===== src/rtl/mmgrid_pkg.sv =====
`timescale 1ns/1ps
package mmgrid_pkg;
   // Sum of n products of two dw-bit unsigned values fits in this many bits.
   function automatic int acc_width(input int dw, input int n);
      return 2 * dw + $clog2(n);
   endfunction
endpackage


===== src/rtl/mm_delay.sv =====
`timescale 1ns/1ps
module mm_delay #(
   parameter int W = 1,
   parameter int D = 1
) (
   input  logic         clk,
   input  logic         rst_n,
   input  logic [W-1:0] d,
   output logic [W-1:0] q
);
   if (D < 1) begin : g_bad_depth
      $error("mm_delay: D must be 1 or more");
   end

   logic [W-1:0] stage [D];

   always_ff @(posedge clk or negedge rst_n) begin
      if (!rst_n) begin
         for (int k = 0; k < D; k++) stage[k] <= '0;
      end else begin
         stage[0] <= d;
         for (int k = 1; k < D; k++) stage[k] <= stage[k-1];
      end
   end

   assign q = stage[D-1];
endmodule


===== src/rtl/mm_mac_cell.sv =====
`timescale 1ns/1ps
module mm_mac_cell #(
   parameter int DW = 8,
   parameter int AW = 18
) (
   input  logic          clk,
   input  logic          rst_n,
   input  logic [DW-1:0] a_i,
   input  logic [DW-1:0] b_i,
   input  logic          first_i,
   input  logic          last_i,
   input  logic [AW-1:0] res_i,
   input  logic          rv_i,
   output logic [DW-1:0] a_o,
   output logic [DW-1:0] b_o,
   output logic          first_o,
   output logic          last_o,
   output logic [AW-1:0] res_o,
   output logic          rv_o
);
   if (AW < 2 * DW) begin : g_bad_width
      $error("mm_mac_cell: AW must hold a full product");
   end

   logic [2*DW-1:0] prod;
   logic [AW-1:0]   acc_q;
   logic [AW-1:0]   acc_nx;

   always_comb begin
      prod   = a_i * b_i;
      acc_nx = first_i ? AW'(prod) : acc_q + AW'(prod);
   end

   always_ff @(posedge clk or negedge rst_n) begin
      if (!rst_n) begin
         a_o     <= '0;
         b_o     <= '0;
         first_o <= 1'b0;
         last_o  <= 1'b0;
         acc_q   <= '0;
         res_o   <= '0;
         rv_o    <= 1'b0;
      end else begin
         a_o     <= a_i;
         b_o     <= b_i;
         first_o <= first_i;
         last_o  <= last_i;
         acc_q   <= acc_nx;
         if (last_i) begin
            res_o <= acc_nx;
            rv_o  <= 1'b1;
         end else begin
            res_o <= res_i;
            rv_o  <= rv_i;
         end
      end
   end
endmodule


===== src/rtl/systolic_mm_grid.sv =====
`timescale 1ns/1ps
module systolic_mm_grid
   import mmgrid_pkg::*;
#(
   parameter int  N  = 4,
   parameter int  DW = 8,
   localparam int AW = acc_width(DW, N)
) (
   input  logic            clk,
   input  logic            rst_n,
   input  logic            start,
   input  logic [N*DW-1:0] a_col,
   input  logic [N*DW-1:0] b_row,
   output logic [N*AW-1:0] c_out,
   output logic [N-1:0]    c_valid
);
   localparam int PW = DW + 2;

   if (N < 1 || N > 16) begin : g_bad_n
      $error("systolic_mm_grid: N must be 1..16");
   end
   if (DW < 1 || DW > 32) begin : g_bad_dw
      $error("systolic_mm_grid: DW must be 1..32");
   end

   // Tag for the final beat: start delayed by N-1 clocks.
   logic last_tag;
   if (N == 1) begin : g_last_direct
      assign last_tag = start;
   end else begin : g_last_dly
      mm_delay #(.W(1), .D(N-1)) u_last (
         .clk(clk), .rst_n(rst_n), .d(start), .q(last_tag));
   end

   // Edge skew: lane l enters the grid l clocks late.
   logic [PW-1:0] a_edge [N];
   logic [DW-1:0] b_edge [N];

   for (genvar l = 0; l < N; l++) begin : g_lane
      logic [PW-1:0] a_pk;
      assign a_pk = {start, last_tag, a_col[l*DW +: DW]};
      if (l == 0) begin : g_direct
         assign a_edge[l] = a_pk;
         assign b_edge[l] = b_row[l*DW +: DW];
      end else begin : g_skew
         mm_delay #(.W(PW), .D(l)) u_a (
            .clk(clk), .rst_n(rst_n), .d(a_pk), .q(a_edge[l]));
         mm_delay #(.W(DW), .D(l)) u_b (
            .clk(clk), .rst_n(rst_n), .d(b_row[l*DW +: DW]), .q(b_edge[l]));
      end
   end

   // Cell outputs, indexed [row][column].
   logic [DW-1:0] a_q   [N][N];
   logic [DW-1:0] b_q   [N][N];
   logic          fst_q [N][N];
   logic          lst_q [N][N];
   logic [AW-1:0] r_q   [N][N];
   logic          v_q   [N][N];

   for (genvar r = 0; r < N; r++) begin : g_row
      for (genvar c = 0; c < N; c++) begin : g_col
         logic [DW-1:0] a_w;
         logic [DW-1:0] b_w;
         logic          f_w;
         logic          l_w;
         logic [AW-1:0] r_w;
         logic          v_w;

         if (c == 0) begin : g_from_edge
            assign {f_w, l_w, a_w} = a_edge[r];
         end else begin : g_from_left
            assign a_w = a_q[r][c-1];
            assign f_w = fst_q[r][c-1];
            assign l_w = lst_q[r][c-1];
         end

         if (r == 0) begin : g_from_top
            assign b_w = b_edge[c];
         end else begin : g_from_above
            assign b_w = b_q[r-1][c];
         end

         if (c == N-1) begin : g_chain_end
            assign r_w = '0;
            assign v_w = 1'b0;
         end else begin : g_chain_mid
            assign r_w = r_q[r][c+1];
            assign v_w = v_q[r][c+1];
         end

         mm_mac_cell #(.DW(DW), .AW(AW)) u_cell (
            .clk(clk), .rst_n(rst_n),
            .a_i(a_w), .b_i(b_w), .first_i(f_w), .last_i(l_w),
            .res_i(r_w), .rv_i(v_w),
            .a_o(a_q[r][c]), .b_o(b_q[r][c]),
            .first_o(fst_q[r][c]), .last_o(lst_q[r][c]),
            .res_o(r_q[r][c]), .rv_o(v_q[r][c]));
      end

      assign c_out[r*AW +: AW] = r_q[r][0];
      assign c_valid[r]        = v_q[r][0];
   end
endmodule


===== config.mk =====
export PLATFORM = sky130hd
export DESIGN_NAME = systolic_mm_grid
export DESIGN_NICKNAME = d
export VERILOG_FILES = /design/src/rtl/mmgrid_pkg.sv /design/src/rtl/mm_delay.sv /design/src/rtl/mm_mac_cell.sv /design/src/rtl/systolic_mm_grid.sv
export SDC_FILE = /design/constraint.sdc
export NUM_CORES = 2
export LEC_CHECK = 0
export CAP_MARGIN = 20
export CORE_UTILIZATION = 30
export DETAILED_ROUTE_END_ITERATION = 16
export DONT_BUFFER_PORTS = 1
export PLACE_DENSITY_LB_ADDON = 0.15
export SLEW_MARGIN = 25
export SYNTH_ARGS = -nofsm -noshare
export SYNTH_HDL_FRONTEND = slang
export SYNTH_HIERARCHICAL = 1
export SYNTH_SLANG_ARGS = --single-unit

===== constraint.sdc =====
create_clock -name clk -period 9.7 [get_ports clk]
set_clock_uncertainty 0.2 [all_clocks]
set_input_delay 0.97 -clock clk [delete_from_list [all_inputs] [get_ports clk]]
set_output_delay 0.97 -clock clk [all_outputs]
set_load 0.005 [all_outputs]

==> impl_metrics.tcl <==
set metrics [dict create \
    synthCells 7783 \
    cts_setup_buffers 0 \
    slew_headroom_pct 35.8 \
    drive_gt1_share_pct 7.67 \
    placement.cell_area_sq_um 81800 \
    gp_congestion 0.828 \
    cpPeakStageDelay_ps 690 \
    worstPathCellList "nand2_1 -> fa_1 -> fa_1 -> inv_1 -> fa_1 -> inv_1 -> fa_1 -> inv_1 -> ha_1 -> nor3_1 -> nor2_1 -> a31oi_1 -> o21ai_0 -> xnor2_1 -> inv_1 -> ha_1 -> o21a_1 -> o2111ai_1 -> or2_2 -> o311a_1 -> or4_1 -> nand3_1" \
    path_max_fanout 9 \
    grt_pass1_wl_um 332000 \
    reg2reg_depth 22 \
    cts_tree "built" \
    cpMaxStageDelayCell "dfrtp_1" \
    cap_violations 0 \
    slew_violations 0 \
    regToRegStartpoint "g_lane[1].g_skew.u_b/q[6]$_DFF_PN0_" \
    fmax_mhz 150 \
    nets 9396 \
    worstPathArrival_ps 7150 \
    synth_warnings 6 \
    synthesis.area_sq_um 77900 \
    hold_viol 0 \
    min_period_ps 6670 \
    avgViaCountPerCell 4.80 \
    fillers 26200 \
    max-clock-path-buffers 3 \
    multi_input_comb_area_sq_um 50900 \
    initial_utilization_pct 30.3 \
    critPathRequiredTime_ps 10170 \
    postRouteAntennaNets 0 \
    rsz0062_at_grt "false" \
    rows 186 \
    num_vias 54600 \
    area_delta_synth_final_pct 11.2 \
    ir_drop_mv 0.283 \
    clkSinkCount 919 \
    total_leakage_power_nw 41.1 \
    fin_area_sq_um 86600 \
    crit_type "flop to flop" \
    grt_antenna_before_repair 14 \
    insertion_delay_ps 770 \
    ios 143 \
    core-area_sq_um 258000 \
    cts_buffers 110 \
    finalSetupViolCount 0 \
    wirelength_um 204000 \
    syn_avg_cell_area_sq_um 10.0 \
    drt_iter0_drc 2582 \
    dr.pass1.iters 5 \
    stdcell_count 11400 \
    regArea_sq_um 23000 \
    first_global_vias 58100 \
    min_from "start" \
    min_path_cells 0 \
    die_h_um 512 \
    htreeDepth 3 \
    r2r-end "g_row[0].g_col[1].u_cell/res_o[17]$_DFF_PN0_" \
    die_area_sq_um 262000 \
    start_kind "flop" \
    status "finished, final reports clean" \
    ff2ff_setup_slack_ps 3030 \
    holdPathEnd "g_row[0].g_col[0].u_cell/first_o$_DFF_PN0_" \
    die_w_um 512 \
    numPortBuffers 0 \
    overflow 0 \
    setup_tns_ps 0 \
    clk_pin_slew_ps 70 \
    drc_errors 0 \
    hold_path.class "input pin to flop" \
    cp_top_family "adder cells" \
    placed_cells 11100 \
    grt_max_degree 184 \
    p_per_area_nw_per_um2 377 \
    track_usage_pct 15.8 \
    post-route-period-util_pct 68.8 \
    hpwl_um 157000 \
    cp.buffers_inverters 4 \
    tightestPinTransition_ps 962 \
    wl_per_cell_um 18.0 \
    worstSetupEndpointType "flop" \
    clockRootBuffer "clkbuf_16" \
]
-- layout by cell type, fill, tap and decap left out, types with 19 or more instances in the layout --
cell and count:
xnor2_1 208, o21ai_1 52, clkbuf_8 21, o31ai_1 48
a31oi_1 65, o211ai_1 78, nor3_1 62, or3_1 37
fa_1 592, dfrtp_1 912, and3_1 29, a21oi_2 29
mux2i_1 28, inv_1 910, nor4_1 19, o21a_1 64
a211o_1 22, a221o_1 24, and2_1 886, or2_2 35
a211oi_1 55, conb_1 76, o21ai_0 228, nand3b_1 20
dlygate4sd3_1 67, nand4_1 34, mux2_2 243, nor2b_1 31
nor2_1 284, ha_1 848, clkbuf_16 111, nand3_1 96
o21bai_1 53, a21oi_1 375, nor3b_1 20, a21o_1 122
nand2_1 581, xor2_1 163
-- through the flow --
stage	utilization (%)	power [mW]	setup slack [ps]	hold slack [ps]
final	33.6	32.7	3030	107
after global routing	33.6	35.9	2480	23.9
after CTS	33.6	33.0	3070	10.2
after detailed placement	31.8	28.0	2860	135
after global placement	31.8	27.9	2760	133
after floorplan	-	22.9	3350	131
-- power breakdown --
part	internal (mW)	leakage [nW]	total, mW	switching, mW
Clock	2.71	1.92	4.58	1.87
Combinational	9.30	28.2	22.2	12.9
Sequential	5.11	10.9	5.84	0.730
-- area by class of cell --
type | instances | area share [%]
clock buffers | 143 | 3.59
diodes | 3 | 0.00867
flip-flops and latches | 919 | 26.6
multi-input cells | 5859 | 58.8
repair buffers | 88 | 1.19
inverters | 911 | 3.95
clock inverters | 63 | 1.04
well taps | 3384 | 4.89
-- how the worst max path moves through the flow --
stage                                                    from                                            to  depth (start not counted)
after floorplan                                      a_col[1]  g_row[0].g_col[0].u_cell/res_o[17]$_DFF_PN0_                         21
after global placement                               a_col[0]  g_row[0].g_col[0].u_cell/res_o[17]$_DFF_PN0_                         22
after detailed placement                             a_col[0]  g_row[0].g_col[0].u_cell/res_o[17]$_DFF_PN0_                         22
after CTS                 g_lane[1].g_skew.u_b/q[6]$_DFF_PN0_  g_row[0].g_col[1].u_cell/res_o[17]$_DFF_PN0_                         22
after global routing      g_lane[1].g_skew.u_b/q[5]$_DFF_PN0_  g_row[0].g_col[1].u_cell/res_o[17]$_DFF_PN0_                         22
final                     g_lane[1].g_skew.u_b/q[6]$_DFF_PN0_  g_row[0].g_col[1].u_cell/res_o[17]$_DFF_PN0_                         22
-- sequential cells by signal, summed over array words and instances (netlist names) --
| signal | count |
|---|---|
| g_row.g_col.u_cell/b_o | 96 |
| g_last_dly.u_last/q | 1 |
| g_lane.g_skew.u_b/q | 24 |
| g_lane.g_skew.u_a/stage | 30 |
| g_row.g_col.u_cell/first_o | 12 |
| g_lane.g_skew.u_a/q | 30 |
| g_lane.g_skew.u_b/stage | 24 |
| g_row.g_col.u_cell/res_o | 288 |
| g_row.g_col.u_cell/rv_o | 16 |
| g_last_dly.u_last/stage | 2 |
| g_row.g_col.u_cell/a_o | 96 |
| g_row.g_col.u_cell/acc_q | 288 |
| g_row.g_col.u_cell/last_o | 12 |
-- layer usage --
layer | GRT usage [%] | wire, um | vias to the layer above | part of all wire (%)
met5 | 0 | 44 | - | 0.022
li1 | - | - | 26500 | -
met3 | 1.84 | 5390 | 212 | 2.6
met2 | 27.1 | 98900 | 680 | 48
met1 | 21.3 | 96200 | 27200 | 47
met4 | 3.24 | 3890 | 8 | 1.9
-- repair_timing --
| item | 4_1_cts | 5_1_grt |
|---|---|---|
| hold endpoints to repair | 194 | 160 |
| hold buffers | 67 | 1 |
| resized for setup | 0 | 0 |
(Power assumes the default switching activity.)
